===== config.mk =====
export PLATFORM = sky130hd
export DESIGN_NAME = mem_lane_aligner
export DESIGN_NICKNAME = d
export VERILOG_FILES = /design/src/rtl/memalign_pkg.sv /design/src/rtl/mla_align_check.sv /design/src/rtl/mla_load_extract.sv /design/src/rtl/mla_store_steer.sv /design/src/rtl/mem_lane_aligner.sv
export SDC_FILE = /design/constraint.sdc
export NUM_CORES = 1
export LEC_CHECK = 0
export BUFFER_PORTS_ARGS = -buffer_cell sky130_fd_sc_hd__buf_2
export CORE_ASPECT_RATIO = 1.2
export CORE_MARGIN = 2
export CORE_UTILIZATION = 50
export DETAILED_ROUTE_END_ITERATION = 10
export PLACE_DENSITY_LB_ADDON = 0.15
export SLEW_MARGIN = 20
export SYNTH_ARGS = -nofsm -noshare
export SYNTH_HDL_FRONTEND = slang
export SYNTH_SLANG_ARGS = --single-unit

===== constraint.sdc =====
create_clock -name clk -period 4.2 [get_ports clk]
set_input_delay 0.21 -clock clk [delete_from_list [all_inputs] [get_ports clk]]
set_output_delay 0.21 -clock clk [all_outputs]
set_load 0.02 [all_outputs]

===== src/rtl/memalign_pkg.sv =====
package memalign_pkg;
  typedef enum logic [1:0] {
    SZ_BYTE = 2'b00,
    SZ_HALF = 2'b01,
    SZ_WORD = 2'b10,
    SZ_DBL  = 2'b11
  } acc_size_e;

  function automatic int unsigned size_lanes(input logic [1:0] code);
    return 32'd1 << code;
  endfunction
endpackage


===== src/rtl/mla_align_check.sv =====
module mla_align_check #(
  parameter int OFS_W = 3
) (
  input  logic [1:0]       size,
  input  logic [OFS_W-1:0] ofs,
  output logic             misal
);
  logic [OFS_W-1:0] low_mask;

  always_comb begin
    low_mask = OFS_W'(memalign_pkg::size_lanes(size) - 1);
    misal    = |(ofs & low_mask);
  end
endmodule


===== src/rtl/mla_load_extract.sv =====
module mla_load_extract #(
  parameter int LANES  = 8,
  parameter int LANE_W = 8,
  parameter int SH_W   = 4
) (
  input  logic [LANES*LANE_W-1:0] word,
  input  logic [SH_W-1:0]         sh,
  input  logic [1:0]              size,
  input  logic                    uns,
  output logic [LANES*LANE_W-1:0] value
);
  localparam int DW = LANES * LANE_W;

  logic [DW-1:0] shifted;
  logic          fill;
  int unsigned   nl;

  always_comb begin
    shifted = word >> (LANE_W * int'(sh));
    nl      = memalign_pkg::size_lanes(size);
    fill    = uns ? 1'b0 : shifted[nl*LANE_W-1];
  end

  for (genvar k = 0; k < LANES; k++) begin : g_lane
    assign value[k*LANE_W +: LANE_W] =
      ($unsigned(k) < nl) ? shifted[k*LANE_W +: LANE_W] : {LANE_W{fill}};
  end
endmodule


===== src/rtl/mla_store_steer.sv =====
module mla_store_steer #(
  parameter int LANES  = 8,
  parameter int LANE_W = 8,
  parameter int SH_W   = 4
) (
  input  logic [LANES*LANE_W-1:0] wdata,
  input  logic [SH_W-1:0]         sh,
  input  logic [1:0]              size,
  output logic [LANES-1:0]        be,
  output logic [LANES*LANE_W-1:0] data
);
  localparam int DW = LANES * LANE_W;

  logic [DW-1:0]    moved;
  logic [LANES-1:0] lane_en;

  always_comb begin
    lane_en = LANES'(((32'd1 << memalign_pkg::size_lanes(size)) - 32'd1) << sh);
    moved   = wdata << (LANE_W * int'(sh));
  end

  for (genvar k = 0; k < LANES; k++) begin : g_lane
    assign data[k*LANE_W +: LANE_W] = lane_en[k] ? moved[k*LANE_W +: LANE_W] : '0;
  end

  assign be = lane_en;
endmodule


===== src/rtl/mem_lane_aligner.sv =====
module mem_lane_aligner #(
  parameter int LANES      = 8,
  parameter int LANE_W     = 8,
  parameter bit BIG_ENDIAN = 1'b0,
  parameter bit OUT_REG    = 1'b1
) (
  input  logic                        clk,
  input  logic                        rst,
  input  logic                        acc_valid,
  input  logic                        acc_write,
  input  logic [1:0]                  acc_size,
  input  logic                        acc_unsigned,
  input  logic [$clog2(LANES)-1:0]    acc_offset,
  input  logic [LANES*LANE_W-1:0]     mem_rdata,
  input  logic [LANES*LANE_W-1:0]     reg_wdata,
  output logic [LANES*LANE_W-1:0]     ld_data,
  output logic [LANES-1:0]            st_be,
  output logic [LANES*LANE_W-1:0]     st_data,
  output logic                        misaligned,
  output logic                        two_access
);
  localparam int OFS_W = $clog2(LANES);
  localparam int SH_W  = OFS_W + 1;
  localparam int DW    = LANES * LANE_W;

  logic [SH_W-1:0]  nl;
  logic [SH_W-1:0]  sh;
  logic             misal_raw;
  logic [DW-1:0]    ld_raw, st_raw;
  logic [LANES-1:0] be_raw;

  logic             mis_n, two_n, ok_n;
  logic [DW-1:0]    ld_n, st_n;
  logic [LANES-1:0] be_n;

  assign nl = SH_W'(1) << acc_size;

  // Shift in lanes that brings the least significant value byte to lane 0.
  if (BIG_ENDIAN) begin : g_big
    assign sh = SH_W'(LANES) - SH_W'(acc_offset) - nl;
  end else begin : g_little
    assign sh = SH_W'(acc_offset);
  end

  mla_align_check #(.OFS_W(OFS_W)) u_check (
    .size (acc_size),
    .ofs  (acc_offset),
    .misal(misal_raw)
  );

  mla_load_extract #(.LANES(LANES), .LANE_W(LANE_W), .SH_W(SH_W)) u_load (
    .word (mem_rdata),
    .sh   (sh),
    .size (acc_size),
    .uns  (acc_unsigned),
    .value(ld_raw)
  );

  mla_store_steer #(.LANES(LANES), .LANE_W(LANE_W), .SH_W(SH_W)) u_store (
    .wdata(reg_wdata),
    .sh   (sh),
    .size (acc_size),
    .be   (be_raw),
    .data (st_raw)
  );

  always_comb begin
    mis_n = acc_valid & misal_raw;
    // Two-reference indication from the address arithmetic itself.
    two_n = acc_valid & ((SH_W'(acc_offset) % nl) != '0);
    ok_n  = acc_valid & ~misal_raw;
    ld_n  = (ok_n & ~acc_write) ? ld_raw : '0;
    be_n  = (ok_n &  acc_write) ? be_raw : '0;
    st_n  = (ok_n &  acc_write) ? st_raw : '0;
  end

  if (OUT_REG) begin : g_reg
    always_ff @(posedge clk) begin
      if (rst) begin
        ld_data    <= '0;
        st_be      <= '0;
        st_data    <= '0;
        misaligned <= 1'b0;
        two_access <= 1'b0;
      end else begin
        ld_data    <= ld_n;
        st_be      <= be_n;
        st_data    <= st_n;
        misaligned <= mis_n;
        two_access <= two_n;
      end
    end

    // enable count follows the size presented one cycle earlier
    p_be_width_r6: assert property (@(posedge clk) disable iff (rst)
      (st_be != '0) |-> ($countones(st_be) == (1 << $past(acc_size))));
  end else begin : g_comb
    assign ld_data    = ld_n;
    assign st_be      = be_n;
    assign st_data    = st_n;
    assign misaligned = mis_n;
    assign two_access = two_n;
  end

  // a misaligned access leaves memory and register untouched
  p_quiet_misaligned_r7: assert property (@(posedge clk) disable iff (rst)
    misaligned |-> (st_be == '0 && st_data == '0 && ld_data == '0));

  // two-reference flag agrees with the alignment flag
  p_two_access_r2: assert property (@(posedge clk) disable iff (rst)
    (two_access != misaligned) |-> 1'b0);

  // the number of enabled lanes is a power of two
  p_be_pow2_r6: assert property (@(posedge clk) disable iff (rst)
    (st_be != '0) |-> (($countones(st_be) & ($countones(st_be) - 1)) == 0));

  // a store never returns load data
  p_store_no_load_r8: assert property (@(posedge clk) disable iff (rst)
    (st_be != '0) |-> (ld_data == '0));
endmodule


==> Flow_metrics.wiki, run 1 <==
{| class="wikitable"
! Metric !! Value
|-
| Result of the run || complete, no violations
|-
| DRT antenna net count || 0
|-
| Number of nets in the finished design || between 1000 and 1500
|-
| Violation count after the first detailed-route iteration || 660
|-
| Maximum VDD drop || 0.0002908 V
|-
| Hold wc startpoint || mem_rdata[61]
|-
| Rel. slew slack || between 30% and 40%
|-
| RSZ-0062 raised after global routing || no
|-
| TNS Setup || 0 ps
|-
| Top_reg_cell synth || sky130_fd_sc_hd__dfxtp_1
|-
| First-pass GRT wire length || 38730 µm
|-
| Non-filler instance count after layout || 1257
|-
| Number of max-slew violations in the final report || 0
|-
| Delay of the slowest cell on the worst path || roughly 470 ps
|-
| Most area-hungry cell type in the Yosys netlist || sky130_fd_sc_hd__dfxtp_1
|-
| Vert. Die Dim || ~140 µm
|-
| Combined area of all synthesized cells || roughly 7500 µm²
|-
| Total routed wirelength || 25670 µm
|-
| Post-CTS Repair Setup Buffers || 0
|-
| Critical path, cell by cell || buf_2, or2_1, ha_1, and3_1, ha_1, nor2_1, a21oi_1, o21ai_0, nor3_1, ha_1, nand2_1, a21oi_1, or3b_2, o41ai_1, o22ai_1
|-
| Ports || 276
|-
| Area enclosed by the die boundary || 16080 µm²
|-
| Crit share post-route || 81.14%
|-
| Most common cell type on the critical path || sky130_fd_sc_hd__ha_1
|-
| First drt pass iteration count || 5
|-
| Number of cells on the worst hold path || 3
|-
| Gates resized, CTS repair || 0
|-
| Width of the die || 116.1 µm
|-
| Slew at the pin closest to its max-slew limit || a little under 1000 ps
|-
| Critical path start-end classification || in -> reg
|-
| Via count || about 7200
|-
| Class of the tightest hold or removal check || in -> reg
|-
| Gp weighted congestion || 0.8612
|-
| Placeable core region || 14900 µm²
|-
| CTS sink cnt || 138
|-
| Count of flip-flops with a built-in enable after synthesis || 0
|-
| Final Hold Violating Endpoints || 0
|-
| Total global routing overflow || 0
|-
| Register bit total from synthesis || ~140
|-
| Signed area change from the synthesized netlist to the final layout || 27.26%
|-
| Kind of cell with the highest combined delay on the critical path || simple AND/OR/NAND/NOR gates
|-
| Max cap viols || 0
|-
| Proportion of netlist area held by the largest area contributor || roughly 37%
|-
| Post-synthesis cell count || 789
|-
| Highest Clock Rate || roughly 0.3 GHz
|-
| Number of buffers inserted during clock tree synthesis || 17
|-
| Data arrival time of the critical path || 3720 ps
|-
| Maximum number of pins on one net before global-route repair || 147
|-
| CTS Hold Bufs || 0
|-
| Register clock-pin slew on the reported worst setup and hold paths || about 60 ps
|-
| Min Tclk post-route || around 3400 ps
|-
| Crit. End Element || flip-flop
|-
| Final setup violation count || 0
|-
| WHS Endpoint || ld_data[61]
|-
| Syn nets || roughly 940
|-
| Clk root buf || sky130_fd_sc_hd__clkbuf_16
|-
| Power per unit of standard cell area || approximately 360 nW/µm²
|-
| Cell count after placement || around 1200
|-
| Antenna violations before repair || 2
|-
| Slowest stage cell, crit path || sky130_fd_sc_hd__or3b_2
|-
| Vias per inst || about 5.7
|-
| Worst path required time || between 4000 and 5000 ps
|-
| Core Rows || 49
|-
| Share of post-route cells with drive strength above 1 || between 40% and 50%
|-
| Most area-consuming cells after synthesis || sky130_fd_sc_hd__dfxtp_1 (37%), sky130_fd_sc_hd__mux4_2 (15%), sky130_fd_sc_hd__mux2i_1 (8.0%)
|-
| Sequential cell area fraction in the yosys report || a little over a third
|-
| Bufs on Longest Clock Path || 2
|-
| H-tree lvl count || 4
|-
| Average instance area after synthesis || 9.553 µm²
|-
| Clock tree from TritonCTS || done
|-
| Post-detailed-route wirelength per cell || a little over 20 µm
|-
| Number of port buffers || 275
|-
| Synth async-reset ratio || 0%
|-
| GRT Overall Usage || 31.77%
|-
| Number of unique standard cell types used by synthesis || 60
|-
| Initial core utilization || 50.59%
|-
| Leakage dissipation || around 4.6 nW
|-
| Via count of the first global-routing pass || a little over 7000
|-
| DRC violation count after routing || 0
|-
| HPWL after detailed placement || 18220 µm
|-
| Critical path peak fanout || 11
|-
| Warning count from the yosys run || 0
|-
| CP bufs+invs || 1
|-
| Startpoint type of the worst setup path || input port
|}
==> final cells by class <==
type	count	area (µm²)
Timing Repair Buffer	291	1518
Antenna cell	1	2.502
Sequential cell	138	2763
Clock buffer	19	442.9
Multi-Input combinational cell	576	4410
Fill cell	1282	5306
Clock inverter	13	143.9
Tap cell	204	255.2
Inverter	15	56.30
==> flip-flops by register name (all words and copies together), names as in the netlist <==
| signal | cells |
|---|---|
| ld_data | 64 |
| st_data | 64 |
| st_be | 8 |
| misaligned | 1 |
| two_access | 1 |
==> through the flow <==
step                hold slack [ps]  instance area [µm²]  total power, mW  setup slack (ps)  util (%)
floorplan                     316.3                 7537            1.773             604.5         -
global placement              473.1                 9002            1.974             450.8     60.43
detailed placement            479.4                 9002            1.977             401.5     60.43
CTS                           32.42                 9589            3.473             844.6     64.37
global route                  38.84                 9592            3.590             465.9     64.38
finish                        46.60                 9592            3.467             792.3     64.38
==> placed cells by master, fill, tap and decap left out, types with 13 or more instances in the layout <==
| cell | count |
|---|---|
| sky130_fd_sc_hd__nor2_1 | 105 |
| sky130_fd_sc_hd__a21oi_1 | 56 |
| sky130_fd_sc_hd__mux2i_1 | 60 |
| sky130_fd_sc_hd__o21ai_0 | 23 |
| sky130_fd_sc_hd__mux2_2 | 27 |
| sky130_fd_sc_hd__inv_1 | 13 |
| sky130_fd_sc_hd__buf_4 | 16 |
| sky130_fd_sc_hd__dfxtp_1 | 138 |
| sky130_fd_sc_hd__buf_2 | 273 |
| sky130_fd_sc_hd__mux4_2 | 51 |
| sky130_fd_sc_hd__clkbuf_16 | 17 |
| sky130_fd_sc_hd__nor2b_1 | 14 |
| sky130_fd_sc_hd__a22oi_1 | 17 |
| sky130_fd_sc_hd__nand2_1 | 113 |
| sky130_fd_sc_hd__o21a_1 | 13 |
==> report_power, final <==
group / internal [mW] / switching [mW]
Sequential: 1.33 / 0.00430
Combinational: 0.280 / 0.349
Clock: 0.894 / 0.615
==> synth_stat cells (3+ instances only) <==
| master | instances |
|---|---|
| sky130_fd_sc_hd__inv_1 | 13 |
| sky130_fd_sc_hd__mux2i_1 | 60 |
| sky130_fd_sc_hd__buf_4 | 7 |
| sky130_fd_sc_hd__buf_1 | 8 |
| sky130_fd_sc_hd__a21oi_1 | 56 |
| sky130_fd_sc_hd__nor2_1 | 105 |
| sky130_fd_sc_hd__buf_2 | 29 |
| sky130_fd_sc_hd__mux2_2 | 27 |
| sky130_fd_sc_hd__nor2b_1 | 15 |
| sky130_fd_sc_hd__o21ai_0 | 23 |
| sky130_fd_sc_hd__ha_1 | 8 |
| sky130_fd_sc_hd__nand3_1 | 3 |
| sky130_fd_sc_hd__buf_6 | 3 |
| sky130_fd_sc_hd__a221oi_1 | 4 |
| sky130_fd_sc_hd__nand2b_1 | 6 |
| sky130_fd_sc_hd__dfxtp_1 | 138 |
| sky130_fd_sc_hd__mux4_2 | 51 |
| sky130_fd_sc_hd__o211ai_1 | 5 |
| sky130_fd_sc_hd__o21ai_2 | 9 |
| sky130_fd_sc_hd__and2_1 | 9 |
| sky130_fd_sc_hd__a211oi_1 | 7 |
| sky130_fd_sc_hd__nand2_1 | 113 |
| sky130_fd_sc_hd__o22ai_1 | 7 |
| sky130_fd_sc_hd__clkbuf_1 | 13 |
| sky130_fd_sc_hd__o21a_1 | 13 |
| sky130_fd_sc_hd__a22oi_1 | 17 |
==> worst max-delay path by stage <==
stage                  start  depth (start not counted)         end  slack [ps]
2_1_floorplan  acc_offset[2]                         18  two_access         600
3_3_place_gp     acc_size[0]                         15  two_access         450
3_5_place_dp     acc_size[0]                         15  two_access         400
4_1_cts          acc_size[0]                         15  two_access         840
5_1_grt          acc_size[0]                         15  two_access         470
6_report         acc_size[0]                         15  two_access         790
==> layer usage <==
layer  vias to the layer above  wire length (µm)  track usage (%)  part of all wire (%)
li1                       3322                 -                -                     -
met1                      3403              9600            36.44                    37
met2                       417             12740            54.51                    50
met3                        71              2252            8.242                   8.8
met4                         2              1063            14.97                   4.1
met5                         -                15                0                 0.058
==> logic make-up after synthesis <==
family                     Yosys count  synth area share (%)
and+or+nand+nor                    268                 15.34
buffers and inverters               75                 4.864
DFF                                138                 36.65
xor gates and xnor gates             2                0.2324
AOI/OAI and AO/OA                  158                 13.93
muxes                              139                 27.39
adders and majority gates            9                 1.594
(Power assumes the default switching activity.)
==> run 2: changes to the inputs <==
CORE_UTILIZATION = 45   (was 50)
clock period = 2.8 ns   (was 4.2 ns; I/O delays follow)
==> run 2 against run 1 <==
Compared with the run above: total power up 54%; die area up 11%; non-clock buffer count up 45; critical path depth down 2; clock power up 54%; global-route usage down 2.2 points; sequential share of layout area down 1.4 points; utilization down 2.6 points; sequential power up 50%; setup slack worse by 760 ps; sequential cell count unchanged; hold slack worse by 27 ps; critical endpoint unchanged; largest power group unchanged.
==> Flow_metrics.wiki, run 2 (synthesis gave the netlist of run 1 again) <==
{| class="wikitable"
! Metric !! Value
|-
| Worst path required time || about 3100 ps
|-
| Ports || between 200 and 300
|-
| WHS Endpoint || ld_data[63]
|-
| Switching part of the total power || between 20% and 30%
|-
| Final Hold Violating Endpoints || 0
|-
| Min Tclk post-route || 2768 ps
|-
| Number of cells on the worst hold path || 3
|-
| Registers with the most flip-flops || ld_data: 64 flops, st_data: 64 flops, st_be: 8 flops
|-
| Total power draw || approximately 5.3 mW
|-
| Highest Clock Rate || around 0.36 GHz
|-
| Total routed wirelength || about 26000 µm
|-
| RSZ-0062 raised after global routing || yes
|-
| Total global routing overflow || 0
|-
| Number of port buffers || ~280
|-
| Filler Cell Count || roughly 1500
|-
| Share of post-route cells with drive strength above 1 || 42.66%
|-
| Switching power || roughly 1.5 mW
|-
| Critical path start-end classification || in -> reg
|-
| Via count of the first global-routing pass || roughly 7200
|-
| Width of the die || 122.1 µm
|-
| First drt pass iteration count || 6
|-
| Leakage dissipation || 4.852 nW
|-
| Maximum number of pins on one net before global-route repair || roughly 150
|-
| First-pass GRT wire length || 39810 µm
|-
| Number of nets in the finished design || 1231
|-
| Vias per inst || between 5 and 6
|-
| Most frequent standard cell in the layout excluding fill and tap cells || sky130_fd_sc_hd__buf_2
|-
| Slew at the pin closest to its max-slew limit || 846.4 ps
|-
| Logic gate share of total power || approximately a fifth
|-
| Clock tree from TritonCTS || done
|-
| Data arrival time of the critical path || between 3000 and 4000 ps
|-
| Area enclosed by the die boundary || roughly 18000 µm²
|-
| Power share of the clock group || a little over two fifths
|-
| Number of max-slew violations in the final report || 0
|-
| Bufs on Longest Clock Path || 2
|-
| Class of the tightest hold or removal check || in -> reg
|-
| GRT Overall Usage || 29.60%
|-
| Max cap viols || 0
|-
| Placeable core region || 16340 µm²
|-
| CTS sink cnt || ~140
|-
| Violation count after the first detailed-route iteration || roughly 660
|-
| DRT antenna net count || 0
|-
| H-tree lvl count || 4
|-
| Vert. Die Dim || about 150 µm
|-
| Result of the run || complete, no violations
|-
| Register share of total power || between 30% and 40%
|-
| Clk root buf || sky130_fd_sc_hd__clkbuf_16
|-
| Rel. slew slack || a little over two fifths
|-
| Min Hold Slack || roughly 20 ps
|-
| Crit share post-route || 98.84%
|-
| Initial core utilization || a little under half
|-
| HPWL after detailed placement || 19250 µm
|-
| Via count || 7351
|-
| Internal power summed over all cells || 3.880 mW
|-
| N_diodes || 0
|-
| Commonest cells after routing, fill and taps aside || sky130_fd_sc_hd__buf_2 (273), sky130_fd_sc_hd__dfxtp_1 (138), sky130_fd_sc_hd__nand2_1 (113)
|-
| Final setup violation count || 0
|-
| Final core utilization || between 60 and 70%
|-
| Crit. End Element || flip-flop
|-
| DRC violation count after routing || 0
|-
| Core Rows || between 50 and 60
|-
| Antenna violations before repair || 0
|-
| Critical path peak fanout || 4
|-
| Hold wc startpoint || mem_rdata[63]
|-
| Power per unit of standard cell area || 529.3 nW/µm²
|-
| Gp weighted congestion || 0.8498
|-
| Number of buffers inserted during clock tree synthesis || 17
|-
| Signed area change from the synthesized netlist to the final layout || 33.90%
|-
| Post-detailed-route wirelength per cell || roughly 20 µm
|-
| Maximum VDD drop || 0.0003846 V
|-
| Startpoint type of the worst setup path || input port
|-
| Register clock-pin slew on the reported worst setup and hold paths || roughly 70 ps
|}
==> run 2: changes by cell type in the layout (fill, tap and decap cells not counted), moves of 3 or more <==
cell and change:
sky130_fd_sc_hd__buf_4 +33, sky130_fd_sc_hd__dlygate4sd3_1 +10, sky130_fd_sc_hd__clkinv_4 -3, sky130_fd_sc_hd__inv_6 +3
==> run 2: layout make-up <==
type / instances / area [µm²] / area share [%]
multi-input cells: 576 / 4498 / 44.57
flip-flops and latches: 138 / 2763 / 27.37
repair buffers: 336 / 1906 / 18.88
clock buffers: 20 / 436.7 / 4.327
well taps: 212 / 265.3 / 2.628
clock inverters: 12 / 162.7 / 1.612
inverters: 15 / 61.31 / 0.6075
==> run 2: through the flow <==
step	setup TNS [ps]	cells	area [µm²]	worst slack (ps)
after global placement	-270.4	1262	9329	-270.4
after floorplan	-266.9	789	7652	-266.9
after detailed placement	-307.7	1262	9329	-307.7
after global routing	-52.09	1309	10090	-52.09
after CTS	0	1304	10030	131.2
final	0	1309	10090	32.49
==> run 2: power by group through the flow <==
stage          clock [mW]  combinational, mW  sequential (mW)
2_1_floorplan           0              0.615             2.07
3_3_place_gp            0              0.980             2.04
3_5_place_dp            0              0.987             2.04
4_1_cts              2.35               1.00             1.99
5_1_grt              2.46               1.11             2.00
6_report             2.32               1.02             1.99
==> run 2: how the worst max path moves through the flow <==
| stage | start | end | slack [ps] | cells after the start |
|---|---|---|---|---|
| after floorplan | acc_offset[2] | two_access | -270 | 18 |
| after global placement | acc_size[1] | two_access | -270 | 13 |
| after detailed placement | acc_size[1] | two_access | -310 | 14 |
| after CTS | acc_size[1] | two_access | 130 | 14 |
| after global routing | acc_size[0] | two_access | -50 | 14 |
| final | acc_size[0] | two_access | 30 | 13 |
==> run 2: critical path, cell delays in order <==
cell and delay (ps):
sky130_fd_sc_hd__buf_2 100, sky130_fd_sc_hd__or2_4 270, sky130_fd_sc_hd__ha_4 220, sky130_fd_sc_hd__o21a_1 190, sky130_fd_sc_hd__a2111oi_4 420, sky130_fd_sc_hd__buf_4 190
sky130_fd_sc_hd__nor4b_2 40, sky130_fd_sc_hd__nor3_2 240, sky130_fd_sc_hd__ha_1 300, sky130_fd_sc_hd__buf_4 150, sky130_fd_sc_hd__or4b_1 530, sky130_fd_sc_hd__a41oi_2 160
sky130_fd_sc_hd__o22ai_1 100
==> run 2: what timing repair did <==
item,in CTS,in global routing
endpoints found under the setup margin,0,1
gates resized for setup,0,5
buffers inserted,0,5
hold buffers,10,0
endpoints found under the hold margin,10,0
==> run 2: per-layer routing <==
metal / track usage [%] / vias to the layer above / share of wire (%)
li1: - / 3413 / -
met1: 33.61 / 3540 / 38
met2: 51.98 / 348 / 51
met3: 7.406 / 50 / 7.9
met4: 12.87 / 0 / 3.2
met5: 0 / - / 0
==> run 3: changes to the inputs <==
CORE_UTILIZATION = 50   (was 45)
clock period = 2.6 ns   (was 2.8 ns; I/O delays follow)
==> run 3 against run 2 <==
Compared with the run above: combinational power is 9.8% higher; sequential cell count stayed put; non-clock buffer count is 1 higher; final area is 0.99% higher; setup slack worse by 14 ps; largest power group unchanged.
==> Flow_metrics.wiki, run 3 (synthesis gave the netlist of run 1 again) <==
{| class="wikitable"
! Metric !! Value
|-
| Total global routing overflow || 0
|-
| Cell count after placement || 1259
|-
| Clock tree from TritonCTS || done
|-
| Power per unit of standard cell area || ~590 nW/µm²
|-
| Result of the run || complete, no violations
|-
| Slew at the pin closest to its max-slew limit || between 700 and 800 ps
|-
| Commonest cells after routing, fill and taps aside || sky130_fd_sc_hd__buf_2 (273), sky130_fd_sc_hd__dfxtp_1 (138), sky130_fd_sc_hd__nand2_1 (113)
|-
| Critical path start-end classification || in -> reg
|-
| Initial core utilization || roughly half
|-
| Area enclosed by the die boundary || approximately 16000 µm²
|-
| Min Tclk post-route || between 2000 and 3000 ps
|-
| Vert. Die Dim || ~140 µm
|-
| Crit. End Element || flip-flop
|-
| HPWL after detailed placement || 19010 µm
|-
| Class of the tightest hold or removal check || in -> reg
|-
| Post-detailed-route wirelength per cell || between 15 and 20 µm
|-
| Ports || roughly 280
|-
| Final Hold Violating Endpoints || 0
|-
| Bufs on Longest Clock Path || 2
|-
| Worst path required time || slightly below 3000 ps
|-
| RSZ-0062 raised after global routing || yes
|-
| Gp weighted congestion || 0.9024
|-
| Via count || ~7400
|-
| Filler Cell Count || 1208
|-
| DRT antenna net count || 0
|-
| Register clock-pin slew on the reported worst setup and hold paths || 60 ps
|-
| Highest Clock Rate || between 0.3 and 0.4 GHz
|-
| Crit share post-route || a little under 100%
|-
| Data arrival time of the critical path || a little under 3000 ps
|-
| Number of port buffers || 275
|-
| Number of buffers inserted during clock tree synthesis || 17
|-
| Leakage dissipation || a little under 5 nW
|-
| Via count of the first global-routing pass || about 7000
|-
| DRC violation count after routing || 0
|-
| CTS sink cnt || between 100 and 150
|-
| Max cap viols || 0
|-
| Total routed wirelength || between 20000 and 30000 µm
|-
| Registers with the most flip-flops || ld_data: 64 flops, st_data: 64 flops, st_be: 8 flops
|-
| Signed area change from the synthesized netlist to the final layout || 35.23%
|-
| Maximum VDD drop || between 0.0004 and 0.0005 V
|-
| Vias per inst || about 5.7
|-
| First drt pass iteration count || 5
|-
| Clk root buf || sky130_fd_sc_hd__clkbuf_16
|-
| Critical path peak fanout || 6
|-
| H-tree lvl count || 4
|-
| Core Rows || slightly below 50
|-
| Antenna violations before repair || 3
|-
| Total power draw || about 6.0 mW
|-
| Multi-input logic area || between 4000 and 5000 µm²
|-
| Width of the die || about 120 µm
|-
| Maximum number of pins on one net before global-route repair || ~110
|-
| Share of post-route cells with drive strength above 1 || a little over two fifths
|-
| First-pass GRT wire length || roughly 39000 µm
|-
| Rel. slew slack || between 50% and 60%
|-
| Violation count after the first detailed-route iteration || roughly 650
|-
| Most frequent standard cell in the layout excluding fill and tap cells || sky130_fd_sc_hd__buf_2
|-
| Sequential Area || approximately 2800 µm²
|-
| Final setup violation count || 0
|-
| Placeable core region || 14900 µm²
|-
| Startpoint type of the worst setup path || input port
|-
| Non-filler instance count after layout || 1302
|-
| Number of nets in the finished design || 1232
|-
| GRT Overall Usage || 32.13%
|-
| Number of max-slew violations in the final report || 0
|}
## run 3: worst paths after layout
path	start	end	slack [ps]	cells after the start
max	acc_size[1]	two_access	20	16
min	rst	two_access	3	4
## run 3: what timing repair did
| action | in CTS | in global routing |
|---|---|---|
| resized for setup | 4 | 6 |
| gates cloned | 0 | 0 |
| pin swaps | 2 | 2 |
| buffers inserted | 0 | 1 |
| endpoints found under the setup margin | 1 | 1 |
| hold buffers | 10 | 0 |
| endpoints found under the hold margin | 10 | 0 |
## run 3: metrics by stage
step	setup TNS (ps)	util (%)	cell area [µm²]	hold slack, ps	setup WS [ps]
after floorplan	-456.9	-	7652	236.3	-456.9
after global placement	-492.2	62.89	9369	374.6	-492.2
after detailed placement	-537.9	62.89	9369	390.8	-517.7
after CTS	0	68.13	10150	1.693	15.48
after global routing	-83.34	68.40	10190	8.862	-83.34
final	0	68.41	10190	3.206	18.43
## run 3: layout make-up
class / count / area share, %
clock buffers: 18 / 4.309
inverters: 15 / 0.6015
repair buffers: 337 / 18.89
flip-flops and latches: 138 / 27.11
well taps: 204 / 2.504
clock inverters: 13 / 2.099
multi-input cells: 576 / 44.46
diodes: 1 / 0.02455
## run 3: worst max-delay path, cell delays in order
cell                       delay (ps)
sky130_fd_sc_hd__buf_2            110
sky130_fd_sc_hd__or2_4            280
sky130_fd_sc_hd__buf_4            160
sky130_fd_sc_hd__inv_2             50
sky130_fd_sc_hd__and3_4           200
sky130_fd_sc_hd__ha_4             170
sky130_fd_sc_hd__nor2_2            60
sky130_fd_sc_hd__a211oi_2         150
sky130_fd_sc_hd__o31ai_1          110
sky130_fd_sc_hd__xor2_1           250
sky130_fd_sc_hd__ha_1             310
sky130_fd_sc_hd__nand2_1           90
sky130_fd_sc_hd__o21ai_2           70
sky130_fd_sc_hd__or4b_1           510
sky130_fd_sc_hd__a41oi_2          150
sky130_fd_sc_hd__o22ai_1           90
## run 3: report_power, final
part / switching (mW) / leakage [nW] / internal [mW] / total, mW
registers: 0.00660 / 1.11 / 2.14 / 2.15
logic: 0.594 / 3.47 / 0.526 / 1.12
clock network: 0.968 / 0.314 / 1.73 / 2.70
## run 3: metal layers
layer	vias to the layer above	GRT usage (%)	routed length [µm]
met5	-	0	32
met4	4	16.17	1300
met3	80	8.330	2116
met2	387	55.31	12860
met1	3481	36.24	9542
li1	3416	-	-
